**src/rtl/irqb_pkg.sv**
```systemverilog
package irqb_pkg;

  // Register byte offsets
  localparam int OFF_PEND     = 'h00;
  localparam int OFF_MASK     = 'h04;
  localparam int OFF_RAW      = 'h08;
  localparam int OFF_SWSET    = 'h0C;
  localparam int OFF_IRQ_CODE = 'h10;
  localparam int OFF_FIQ_CODE = 'h14;
  localparam int OFF_CFG_BASE = 'h1C;

  // Configuration word field positions
  localparam int CFG_STEER_BIT = 0;
  localparam int CFG_SENSE_BIT = 1;
  localparam int CFG_PRIO_LSB  = 2;

  typedef enum logic {
    SENSE_EDGE  = 1'b0,
    SENSE_LEVEL = 1'b1
  } sense_e;

endpackage

```
**src/rtl/irqb_sense.sv**
```systemverilog
module irqb_sense #(
  parameter int NLINES = 32
) (
  input  logic              clk,
  input  logic              rst_n,
  input  logic [NLINES-1:0] req_n_i,
  output logic [NLINES-1:0] active_o,
  output logic [NLINES-1:0] fresh_o
);

  logic [NLINES-1:0] seen_q;

  for (genvar g = 0; g < NLINES; g++) begin : g_line
    logic asserted;
    assign asserted = ~req_n_i[g];

    always_ff @(posedge clk) begin
      if (!rst_n) seen_q[g] <= 1'b0;
      else        seen_q[g] <= asserted;
    end

    // new assertion event: low now, not recorded low before
    assign fresh_o[g] = asserted & ~seen_q[g];
  end

  assign active_o = seen_q;

endmodule

```
**src/rtl/irqb_cfg.sv**
```systemverilog
module irqb_cfg
  import irqb_pkg::*;
#(
  parameter int NLINES = 32,
  parameter int PRIO_W = 5,
  parameter int ADDR_W = 8,
  parameter int DATA_W = 32
) (
  input  logic                     clk,
  input  logic                     rst_n,
  input  logic                     wr_en_i,
  input  logic [ADDR_W-1:0]        addr_i,
  input  logic [CFG_PRIO_LSB+PRIO_W-1:0] wbits_i,
  output logic [NLINES*PRIO_W-1:0] prio_o,
  output logic [NLINES-1:0]        level_o,
  output logic [NLINES-1:0]        steer_o,
  output logic                     cfg_hit_o,
  output logic                     cfg_wr_o,
  output logic [DATA_W-1:0]        cfg_word_o
);

  localparam int CFG_W = CFG_PRIO_LSB + PRIO_W;

  function automatic logic [DATA_W-1:0] cfg_pack(
    input logic [PRIO_W-1:0] p, input logic lv, input logic st);
    logic [DATA_W-1:0] w;
    w = '0;
    w[CFG_PRIO_LSB +: PRIO_W] = p;
    w[CFG_SENSE_BIT]          = lv;
    w[CFG_STEER_BIT]          = st;
    return w;
  endfunction

  logic [NLINES-1:0]   hit;
  logic [PRIO_W-1:0]   prio_q [NLINES];
  logic [NLINES-1:0]   level_q;
  logic [NLINES-1:0]   steer_q;

  for (genvar g = 0; g < NLINES; g++) begin : g_line
    localparam int MY_OFF = OFF_CFG_BASE + 4 * g;
    assign hit[g] = (addr_i == MY_OFF[ADDR_W-1:0]);

    always_ff @(posedge clk) begin
      if (!rst_n) begin
        prio_q[g]  <= '0;
        level_q[g] <= SENSE_EDGE;
        steer_q[g] <= 1'b0;
      end else if (wr_en_i && hit[g]) begin
        prio_q[g]  <= wbits_i[CFG_PRIO_LSB +: PRIO_W];
        level_q[g] <= wbits_i[CFG_SENSE_BIT];
        steer_q[g] <= wbits_i[CFG_STEER_BIT];
      end
    end

    assign prio_o[g*PRIO_W +: PRIO_W] = prio_q[g];

    // a write aimed elsewhere leaves this line untouched
    AST_CFG_ISOLATE: assert property (@(posedge clk) disable iff (!rst_n)
      (!(wr_en_i && hit[g])) |=> ($stable(prio_q[g]) && $stable(level_q[g]) && $stable(steer_q[g])));
  end

  assign level_o   = level_q;
  assign steer_o   = steer_q;
  assign cfg_hit_o = |hit;
  assign cfg_wr_o  = wr_en_i && (|hit);

  always_comb begin
    cfg_word_o = '0;
    for (int i = 0; i < NLINES; i++) begin
      if (hit[i]) cfg_word_o = cfg_pack(prio_q[i], level_q[i], steer_q[i]);
    end
  end

  // the packed word never carries bits above the configuration field
  AST_CFG_WIDTH: assert property (@(posedge clk) disable iff (!rst_n)
    (cfg_word_o >> CFG_W) == '0);

endmodule

```
**src/rtl/irqb_pend.sv**
```systemverilog
module irqb_pend #(
  parameter int NLINES = 32
) (
  input  logic              clk,
  input  logic              rst_n,
  input  logic [NLINES-1:0] fresh_i,
  input  logic [NLINES-1:0] active_i,
  input  logic [NLINES-1:0] level_i,
  input  logic              clr_wr_i,
  input  logic              sw_wr_i,
  input  logic              mask_wr_i,
  input  logic              cfg_wr_i,
  input  logic [NLINES-1:0] wval_i,
  input  logic [NLINES-1:0] ack_clr_i,
  output logic [NLINES-1:0] pend_o,
  output logic [NLINES-1:0] mask_o,
  output logic              reeval_o
);

  logic [NLINES-1:0] pend_q, pend_d, mask_q, keep, sw_set;
  logic              reeval_q;

  // bits that survive a pending-clear write: written ones plus held level lines
  function automatic logic [NLINES-1:0] clear_keep(
    input logic [NLINES-1:0] val, input logic [NLINES-1:0] raw,
    input logic [NLINES-1:0] lvl);
    return val | (raw & lvl);
  endfunction

  assign keep   = clr_wr_i ? clear_keep(wval_i, active_i, level_i) : '1;
  assign sw_set = sw_wr_i ? wval_i : '0;
  assign pend_d = ((pend_q & keep) & ~ack_clr_i) | fresh_i | sw_set;

  always_ff @(posedge clk) begin
    if (!rst_n) begin
      pend_q   <= '0;
      mask_q   <= '1;
      reeval_q <= 1'b0;
    end else begin
      pend_q   <= pend_d;
      if (mask_wr_i) mask_q <= wval_i;
      reeval_q <= (pend_d != pend_q) || mask_wr_i || cfg_wr_i;
    end
  end

  assign pend_o   = pend_q;
  assign mask_o   = mask_q;
  assign reeval_o = reeval_q;

  AST_LEVEL_HOLD: assert property (@(posedge clk) disable iff (!rst_n)
    clr_wr_i |=> ((pend_q & $past(pend_q & active_i & level_i)) == $past(pend_q & active_i & level_i)));

  AST_EDGE_FRESH: assert property (@(posedge clk) disable iff (!rst_n)
    (!sw_wr_i) |=> ((pend_q & ~$past(pend_q) & $past(active_i)) == '0));

  AST_SW_SET: assert property (@(posedge clk) disable iff (!rst_n)
    sw_wr_i |=> ((pend_q & $past(wval_i)) == $past(wval_i)));

  AST_REEVAL_ON_CHANGE: assert property (@(posedge clk) disable iff (!rst_n)
    (pend_q != $past(pend_q)) |-> reeval_q);

endmodule

```
**src/rtl/irq_line_bank.sv**
```systemverilog
module irq_line_bank
  import irqb_pkg::*;
#(
  parameter int NLINES = 32,
  parameter int PRIO_W = 5,
  parameter int ADDR_W = 8,
  parameter int DATA_W = 32,
  localparam int IDX_W = $clog2(NLINES)
) (
  input  logic                     clk,
  input  logic                     rst_n,
  input  logic [NLINES-1:0]        req_n_i,
  input  logic                     wr_en_i,
  input  logic                     rd_en_i,
  input  logic [ADDR_W-1:0]        addr_i,
  input  logic [DATA_W-1:0]        wdata_i,
  output logic [DATA_W-1:0]        rdata_o,
  input  logic [IDX_W-1:0]         irq_win_i,
  input  logic [IDX_W-1:0]         fiq_win_i,
  output logic [NLINES-1:0]        pend_o,
  output logic [NLINES-1:0]        mask_o,
  output logic [NLINES-1:0]        steer_o,
  output logic [NLINES*PRIO_W-1:0] prio_o,
  output logic                     reeval_o
);

  localparam int CFG_W = CFG_PRIO_LSB + PRIO_W;

  function automatic logic [NLINES-1:0] line_bit(input logic [IDX_W-1:0] idx);
    logic [NLINES-1:0] v;
    v = '0;
    v[idx] = 1'b1;
    return v;
  endfunction

  function automatic logic sel(input logic [ADDR_W-1:0] a, input int off);
    return a == off[ADDR_W-1:0];
  endfunction

  // decoded access events
  logic clr_wr, sw_wr, mask_wr, irq_rd, fiq_rd;
  assign clr_wr  = wr_en_i && sel(addr_i, OFF_PEND);
  assign mask_wr = wr_en_i && sel(addr_i, OFF_MASK);
  assign sw_wr   = wr_en_i && sel(addr_i, OFF_SWSET);
  assign irq_rd  = rd_en_i && sel(addr_i, OFF_IRQ_CODE);
  assign fiq_rd  = rd_en_i && sel(addr_i, OFF_FIQ_CODE);

  logic [NLINES-1:0] active_w, fresh_w, level_w, pend_w, ack_clr;
  logic              cfg_hit, cfg_wr;
  logic [DATA_W-1:0] cfg_word;

  irqb_sense #(.NLINES(NLINES)) u_sense (
    .clk      (clk),
    .rst_n    (rst_n),
    .req_n_i  (req_n_i),
    .active_o (active_w),
    .fresh_o  (fresh_w)
  );

  irqb_cfg #(.NLINES(NLINES), .PRIO_W(PRIO_W), .ADDR_W(ADDR_W), .DATA_W(DATA_W)) u_cfg (
    .clk        (clk),
    .rst_n      (rst_n),
    .wr_en_i    (wr_en_i),
    .addr_i     (addr_i),
    .wbits_i    (wdata_i[CFG_W-1:0]),
    .prio_o     (prio_o),
    .level_o    (level_w),
    .steer_o    (steer_o),
    .cfg_hit_o  (cfg_hit),
    .cfg_wr_o   (cfg_wr),
    .cfg_word_o (cfg_word)
  );

  // code-read acknowledge: only edge-sensitive winners are cleared
  logic irq_ack, fiq_ack;
  assign irq_ack = irq_rd && (level_w[irq_win_i] == SENSE_EDGE);
  assign fiq_ack = fiq_rd && (level_w[fiq_win_i] == SENSE_EDGE);
  assign ack_clr = (irq_ack ? line_bit(irq_win_i) : '0) |
                   (fiq_ack ? line_bit(fiq_win_i) : '0);

  irqb_pend #(.NLINES(NLINES)) u_pend (
    .clk       (clk),
    .rst_n     (rst_n),
    .fresh_i   (fresh_w),
    .active_i  (active_w),
    .level_i   (level_w),
    .clr_wr_i  (clr_wr),
    .sw_wr_i   (sw_wr),
    .mask_wr_i (mask_wr),
    .cfg_wr_i  (cfg_wr),
    .wval_i    (wdata_i[NLINES-1:0]),
    .ack_clr_i (ack_clr),
    .pend_o    (pend_w),
    .mask_o    (mask_o),
    .reeval_o  (reeval_o)
  );

  assign pend_o = pend_w;

  always_comb begin
    rdata_o = '0;
    if (sel(addr_i, OFF_PEND))          rdata_o = DATA_W'(pend_w);
    else if (sel(addr_i, OFF_MASK))     rdata_o = DATA_W'(mask_o);
    else if (sel(addr_i, OFF_RAW))      rdata_o = DATA_W'(active_w);
    else if (sel(addr_i, OFF_IRQ_CODE)) rdata_o = DATA_W'(irq_win_i);
    else if (sel(addr_i, OFF_FIQ_CODE)) rdata_o = DATA_W'(fiq_win_i);
    else if (cfg_hit)                   rdata_o = cfg_word;
  end

  AST_ACK_EDGE_CLEARS: assert property (@(posedge clk) disable iff (!rst_n)
    (irq_rd && level_w[irq_win_i] == SENSE_EDGE && !fresh_w[irq_win_i])
      |=> !pend_w[$past(irq_win_i)]);

  AST_ACK_LEVEL_KEEPS: assert property (@(posedge clk) disable iff (!rst_n)
    (irq_rd && level_w[irq_win_i] == SENSE_LEVEL && pend_w[irq_win_i])
      |=> pend_w[$past(irq_win_i)]);

  AST_MASK_ONLY_BY_WRITE: assert property (@(posedge clk) disable iff (!rst_n)
    (!mask_wr) |=> $stable(mask_o));

endmodule

```
**config.mk**
```make
export PLATFORM = sky130hd
export DESIGN_NAME = irq_line_bank
export DESIGN_NICKNAME = d
export VERILOG_FILES = /design/src/rtl/irqb_pkg.sv /design/src/rtl/irqb_sense.sv /design/src/rtl/irqb_cfg.sv /design/src/rtl/irqb_pend.sv /design/src/rtl/irq_line_bank.sv
export SDC_FILE = /design/constraint.sdc
export NUM_CORES = 1
export LEC_CHECK = 0
export CAP_MARGIN = 10
export CORE_ASPECT_RATIO = 2
export CORE_MARGIN = 5
export CORE_UTILIZATION = 30
export CTS_BUF_LIST = sky130_fd_sc_hd__clkbuf_8
export CTS_CLUSTER_DIAMETER = 100
export DETAILED_ROUTE_END_ITERATION = 7
export PLACE_DENSITY = 0.52
export REMOVE_ABC_BUFFERS = 1
export SLEW_MARGIN = 30
export SYNTH_ARGS = -nofsm -noshare
export SYNTH_HDL_FRONTEND = slang
export SYNTH_SLANG_ARGS = --single-unit
```
**constraint.sdc**
```tcl
create_clock -name clk -period 5 [get_ports clk]
set_input_delay 1 -clock clk [delete_from_list [all_inputs] [get_ports clk]]
set_output_delay 1 -clock clk [all_outputs]
set_load 0.01 [all_outputs]
```
# Yosys cells after proc, flatten, opt, wreduce, memory -nomap -nowiden
# Memories as Yosys holds them, arrays and structs flattened.
# Cells that the tools add are included.
[totals]
mem_bits_rw = 160
elab_cells = 505
memories = 1
register_bits = 161
out_inout_bits = 289
inputBits = 86
[classes]
magnitude_cmp = 4
muxes = 179
n_eq_ne = 38
n_bitwise = 138
reduce_logical = 46
[memory_table]
columns = ["name", "depth", "word_bits", "read_ports", "rd_ports_with_merged_regs", "write_ports", "line", "text"]
rows = [
  ["u_cfg.prio_q", 32, 5, 32, 0, 32, "irqb_cfg.sv:35", "logic [PRIO_W-1:0] prio_q [NLINES];"],
]
[ops]
columns = ["operator", "count"]
rows = [
  ["32-bit 2-to-1 mux", 10],
  ["7-bit 2-to-1 mux", 32],
  ["5-bit 2-to-1 mux", 32],
  ["8-bit by 7-bit == test with 1-bit output, second input constant", 16],
  ["32-bit OR", 4],
  ["1-bit 2-to-1 mux", 101],
  ["32-bit AND", 3],
  ["1-bit inverter", 66],
  ["8-bit by 6-bit == test with 1-bit output, second input constant", 8],
  ["8-bit == test, second input constant", 7],
  ["1-bit logical AND", 42],
  ["1-bit AND", 32],
  ["32-bit != test", 1],
  ["32-bit inverter", 1],
  ["1-bit OR", 32],
  ["32-bit OR reduction", 1],
  ["8-bit by 5-bit == test with 1-bit output, second input constant", 3],
  ["8-bit by 4-bit == test with 1-bit output, second input constant", 2],
  ["5-bit by 6-bit < comparator with 1-bit output, second input constant", 2],
  ["1-bit binary-select mux with 5-bit select", 2],
  ["1-bit demux with 5-bit select", 2],
  ["5-bit by 1-bit greater-or-equal comparator with 1-bit output, second input constant", 2],
  ["8-bit by 3-bit == test with 1-bit output, second input constant", 1],
  ["8-bit logical NOT", 1],
  ["1-bit logical OR", 2],
]

# Longest topological paths before layout
[depth]
depth_word = 39
mapped_depth = 13

# Modules after synthesis
# A second synthesis with hierarchy kept.
[hier_totals]
hier_cells = 1918
hier_area_um2 = 18066.1
[modules_own_cells]
columns = ["module", "area_each_um2", "instances", "cells_per_inst"]
rows = [
  ["irqb_cfg", 11479.8, 1, 1088],
  ["irqb_pend", 3236.9, 1, 419],
  ["irq_line_bank", 2336.0, 1, 312],
  ["irqb_sense", 1013.5, 1, 99],
]

# Worst setup path before layout
# Ideal clock, no wire load.
[synth_path]
path_kind = "input -> output"
from = "in addr_i[7]"
to = "out rdata_o[1]"
arrival_ps = 3312
t_required_ps = 4000
cell_stages = 11
path_slack_ps = 688
path_cell_list = "clkbuf_1 > clkbuf_1 > or4b_2 > clkbuf_1 > a211oi_1 > a21oi_1 > o32ai_1 > nand3_1 > a211o_1 > a211oi_1 > o21ai_0"
[synth_via]
elab_chain_len = 39
elab_cells_between_ends = 76
cone_classes = "eq/ne (36); mux (38); reduce/logical (2)"
[synth_lines]
columns = ["element", "line", "text"]
rows = [
  ["start: declaration", "irq_line_bank.sv:15", "input logic [ADDR_W-1:0] addr_i,"],
  ["8-bit by 5-bit == test with 1-bit output", "irqb_cfg.sv:41", "assign hit[g] = (addr_i == MY_OFF[ADDR_W-1:0]);"],
  ["7-bit 2-to-1 mux (32 in series)", "irqb_cfg.sv:70", "if (hit[i]) cfg_word_o = cfg_pack(prio_q[i], level_q[i], steer_q[i]);"],
  ["32-bit 2-to-1 mux", "irq_line_bank.sv:107", "else if (cfg_hit) rdata_o = cfg_word;"],
  ["32-bit 2-to-1 mux", "irq_line_bank.sv:106", "else if (sel(addr_i, OFF_FIQ_CODE)) rdata_o = DATA_W'(fiq_win_i);"],
  ["32-bit 2-to-1 mux", "irq_line_bank.sv:105", "else if (sel(addr_i, OFF_IRQ_CODE)) rdata_o = DATA_W'(irq_win_i);"],
  ["32-bit 2-to-1 mux", "irq_line_bank.sv:104", "else if (sel(addr_i, OFF_RAW)) rdata_o = DATA_W'(active_w);"],
  ["32-bit 2-to-1 mux", "irq_line_bank.sv:103", "else if (sel(addr_i, OFF_MASK)) rdata_o = DATA_W'(mask_o);"],
  ["32-bit 2-to-1 mux *", "irq_line_bank.sv:102", "if (sel(addr_i, OFF_PEND)) rdata_o = DATA_W'(pend_w);"],
  ["end: declaration", "irq_line_bank.sv:17", "output logic [DATA_W-1:0] rdata_o,"],
]
# Mark *: on every way between the ends. The rest lies on a longest branch, timed or not.

# Worst setup path in the final report
[layout_path]
from = "in addr_i[3]"
to = "out rdata_o[15]"
[layout_via]
elab_chain_len = 6
elab_cells_between_ends = 10
cone_classes = "eq/ne (4); mux (5); reduce/logical (1)"
[layout_lines]
columns = ["element", "line", "text"]
rows = [
  ["8-bit by 5-bit == test with 1-bit output", "irq_line_bank.sv:37", "return a == off[ADDR_W-1:0];"],
  ["32-bit 2-to-1 mux", "irq_line_bank.sv:106", ""],
  ["32-bit 2-to-1 mux", "irq_line_bank.sv:105", ""],
  ["32-bit 2-to-1 mux", "irq_line_bank.sv:104", ""],
  ["32-bit 2-to-1 mux", "irq_line_bank.sv:103", ""],
  ["32-bit 2-to-1 mux *", "irq_line_bank.sv:102", ""],
]
# Marked as above.

==> summary.md <==
| Metric | Value |
|---|---|
| Final core occ | 44.7% |
| Clk sinks | 321 |
| WP depth | 13 |
| Area contributors post-synth | edfxtp_1, dfxtp_1, and3_1 |
| Drc violations | 0 |
| DIE HEIGHT | between 300 and 400 um |
| Clock transition at path regs | 0.06 ns |
| Worst Hold Path Cells | 2 |
| Vias/cell | 5.95 |
| Initial drt markers | roughly 1,800 |
| Leakage | 10.7 nW |
| YS warnings | 0 |
| Antenna Violating Nets Remaining | 0 |
| Core Region | 58,000 um^2 |
| Hold Crit Class | flop to flop |
| Pin slew with the least headroom to its limit | 0.975 ns |
| Port buffer count | around 370 |
| CP Capture Type | primary output |
| Io pins | 375 |
| Vias in the first global route | 20,500 |
| Final Hold Viols | 0 |
| WL final | 114,000 um |
| Placed cells | 3,235 |
| CTS Buffer Depth | 3 |
| Crit path buf inv count | 10 |
| Root Buffer | clkbuf_8 |
| Status | complete, no violations |
| First-pass GRT wire length | 155,000 um |
| Final Max Tran Viols | 0 |
| Max cap viols | 0 |
| Worst path slowest cell | or4_4 |
| CP required | 4.00 ns |
| GRT Overall Usage | 34.0% |
| Die area | 63,600 um^2 |
| Worst r2r path cells | 9 |
| Endpoints failing setup | 0 |
| Synth area leader | edfxtp_1 |
| Critical path's largest stage delay | 0.58 ns |
| Synthesized area per cell | 9.30 um^2 |
| Hold-fix buffers, CTS | 0 |
| Post-DP HPWL | 90,900 um |
| CTS tree | yes |
| Total CTS buffers | 50 |
| Clock Skew | 0.0664 ns |
| RSZ-0062 raised after global routing | yes |
| Most numerous cell in the Yosys netlist | dfxtp_1 |
| Final instance count without filler cells | 3,335 |
| Post-synth top cells | dfxtp_1, edfxtp_1, nand2_1 |
| Wire length per cell | around 34 um |
| Total gr overflow | 0 |
| Sequential area share after synthesis | 45.8% |
| Cell variety after synth | about 80 |
| Top cell type's share of synthesized area | a little over a quarter |
| Synthesis-to-layout area growth | 47.9% |
| WP data arrival | about 4.0 ns |
| Share of cells above drive strength 1 | between 20 and 25% |
| CP Class | primary input to primary output |
| CP startpoint kind | primary input |
| Max Fclk | slightly above 0.2 GHz |
| Detailed Routing Iterations Pass 1 | 7 |
| Asr flop ratio synth | 0% |
| Setup TNS Final | 0 ns |
| Most common cell on crit path | buf_4 |
| Peak VDD IR | 192 uV |
| Part of the cycle the worst path needs | 99.4% |
| Die width | 181 um |
| Critical Path, Cell by Cell | clkdlybuf4s50_1, buf_6, buf_4, or4_4, buf_4, buf_4, nor2_4, buf_4, buf_4, buf_12, a222oi_1, inv_1, clkdlybuf4s50_1 |
| Min Clock Period, post-route | approximately 5.0 ns |
| Rel. slew slack | 34.5% |
| Pwr Total | roughly 6.3 mW |
| Post-synthesis register bit count | around 320 |
| Row cnt | 125 |
| Synth Flop Type | dfxtp_1 |
| Crit-path leading delay family | buffers and inverters |
| Crit path max fanout | 13 |
| Final nets | 2,616 |
| Antenna violations before repair | 2 |
| Post-Syn Area | 17,500 um^2 |
| Power per Cell Area | approximately 240 nW/um^2 |
| CTS H-tree lvls | 2 |
| Starting Density | 30.2% |
| Skew-Pair Late Insertion Delay | 0.70 ns |
| EDFF count, synth | 160 |
| Via count | 19,900 |
| Largest net degree at the start of global routing | 127 |
| GP Congestion | 0.985 |
| Post-Synthesis Cells | roughly 1,900 |
[sequential cells by signal, indices dropped and copies added, names as in the netlist]
name and flops:
u_sense.active_o 32, u_cfg.prio_q 160, u_cfg.steer_o 32, u_pend.reeval_o 1, u_pend.mask_o 32, u_cfg.level_o 32, u_pend.pend_o 32
[worst paths after layout]
| check | from | endpoint | slack (ns) |
|---|---|---|---|
| max | addr_i[3] | rdata_o[15] | 0.03 |
| min | u_pend.mask_o[14] | u_pend.mask_o[14] | 0.48 |
| max reg2reg | u_cfg.level_o[18] | u_pend.reeval_o | 1.32 |
| min reg2reg | u_pend.mask_o[14] | u_pend.mask_o[14] | 0.48 |
[tightest hold or removal path, cell delays in order (launching register included)]
cell and delay, ns:
dfxtp_1 0.32, nand2_1 0.05, nand3_1 0.06
[cells by family (layout without fill, tap and decap cells)]
kind of cell / count (synthesis) / in the layout / share of synthesized area [%]
AO/OA/AOI/OAI: 555 / 555 / 23.7
XOR/XNOR: 2 / 2 / 0.100
buffers and inverters: 245 / 931 / 5.48
flip-flops: 321 / 321 / 45.8
multiplexers: 40 / 40 / 3.31
other: 0 / 3 / 0
AND/OR/NAND/NOR: 721 / 721 / 21.6
[routing by layer]
metal	up-vias	GRT usage [%]	routed length, um
li1	8490	-	-
met1	9811	33.4	36900
met2	1159	62.7	58800
met3	396	5.02	6360
met4	0	28.0	11600
met5	-	0	0
[per-stage QoR]
stage | cell area [um^2] | hold slack, ns | setup slack, ns
6_report | 25900 | 0.482 | 0.0315
5_1_grt | 25900 | 0.497 | -0.0259
4_1_cts | 25800 | 0.482 | 0.00159
3_5_place_dp | 24600 | 0.474 | -0.625
3_3_place_gp | 24600 | 0.469 | -0.635
2_1_floorplan | 16900 | 0.492 | 0.265
[cell usage in the layout, fill, tap and decap left out, types with 10 or more instances in the layout]
cell,n
a211oi_1,16
a21boi_0,38
a21o_1,10
a21oi_1,96
a221oi_1,33
a222oi_1,32
a22o_1,34
a22oi_1,14
a32o_1,36
a41oi_1,10
and2_1,64
and3_1,96
buf_12,15
buf_4,356
clkbuf_8,56
clkdlybuf4s50_1,348
clkinv_2,11
dfxtp_1,161
dlymetal6s2s_1,13
edfxtp_1,160
inv_1,109
mux2_2,13
mux2i_1,14
mux4_2,13
nand2_1,158
nand2b_1,13
nand3_1,65
nand4_1,11
nor2_1,110
nor2_2,11
nor2b_1,51
nor3_1,59
nor4_1,10
o211ai_1,21
o21a_1,21
o21ai_0,59
o221ai_1,12
o22ai_1,17
[where the power goes]
part           total [mW]  switching, mW  internal [mW]  leakage, nW
registers            3.01          0.142           2.86         2.84
clock network        2.21           1.18           1.03        0.571
logic                1.07          0.618          0.456         7.26
total                6.29           1.94           4.35         10.7
[final cells by class]
cell class                      instances  area, um^2
Multi-Input combinational cell       1318        8870
Fill cell                            5811       32100
Clock buffer                           56         771
Tap cell                              762         953
Sequential cell                       321        8030
Clock inverter                         36         160
Timing Repair Buffer                  750        6790
Antenna cell                            3        7.51
Inverter                               89         334
[repair_timing]
action                                  CTS  global route
buffers inserted                          4             1
gates resized for setup                  65            46
pin swaps                                21            17
cloned                                    0             1
endpoints found under the setup margin   32            25
Note: power is estimated with default switching activity, not from simulation.
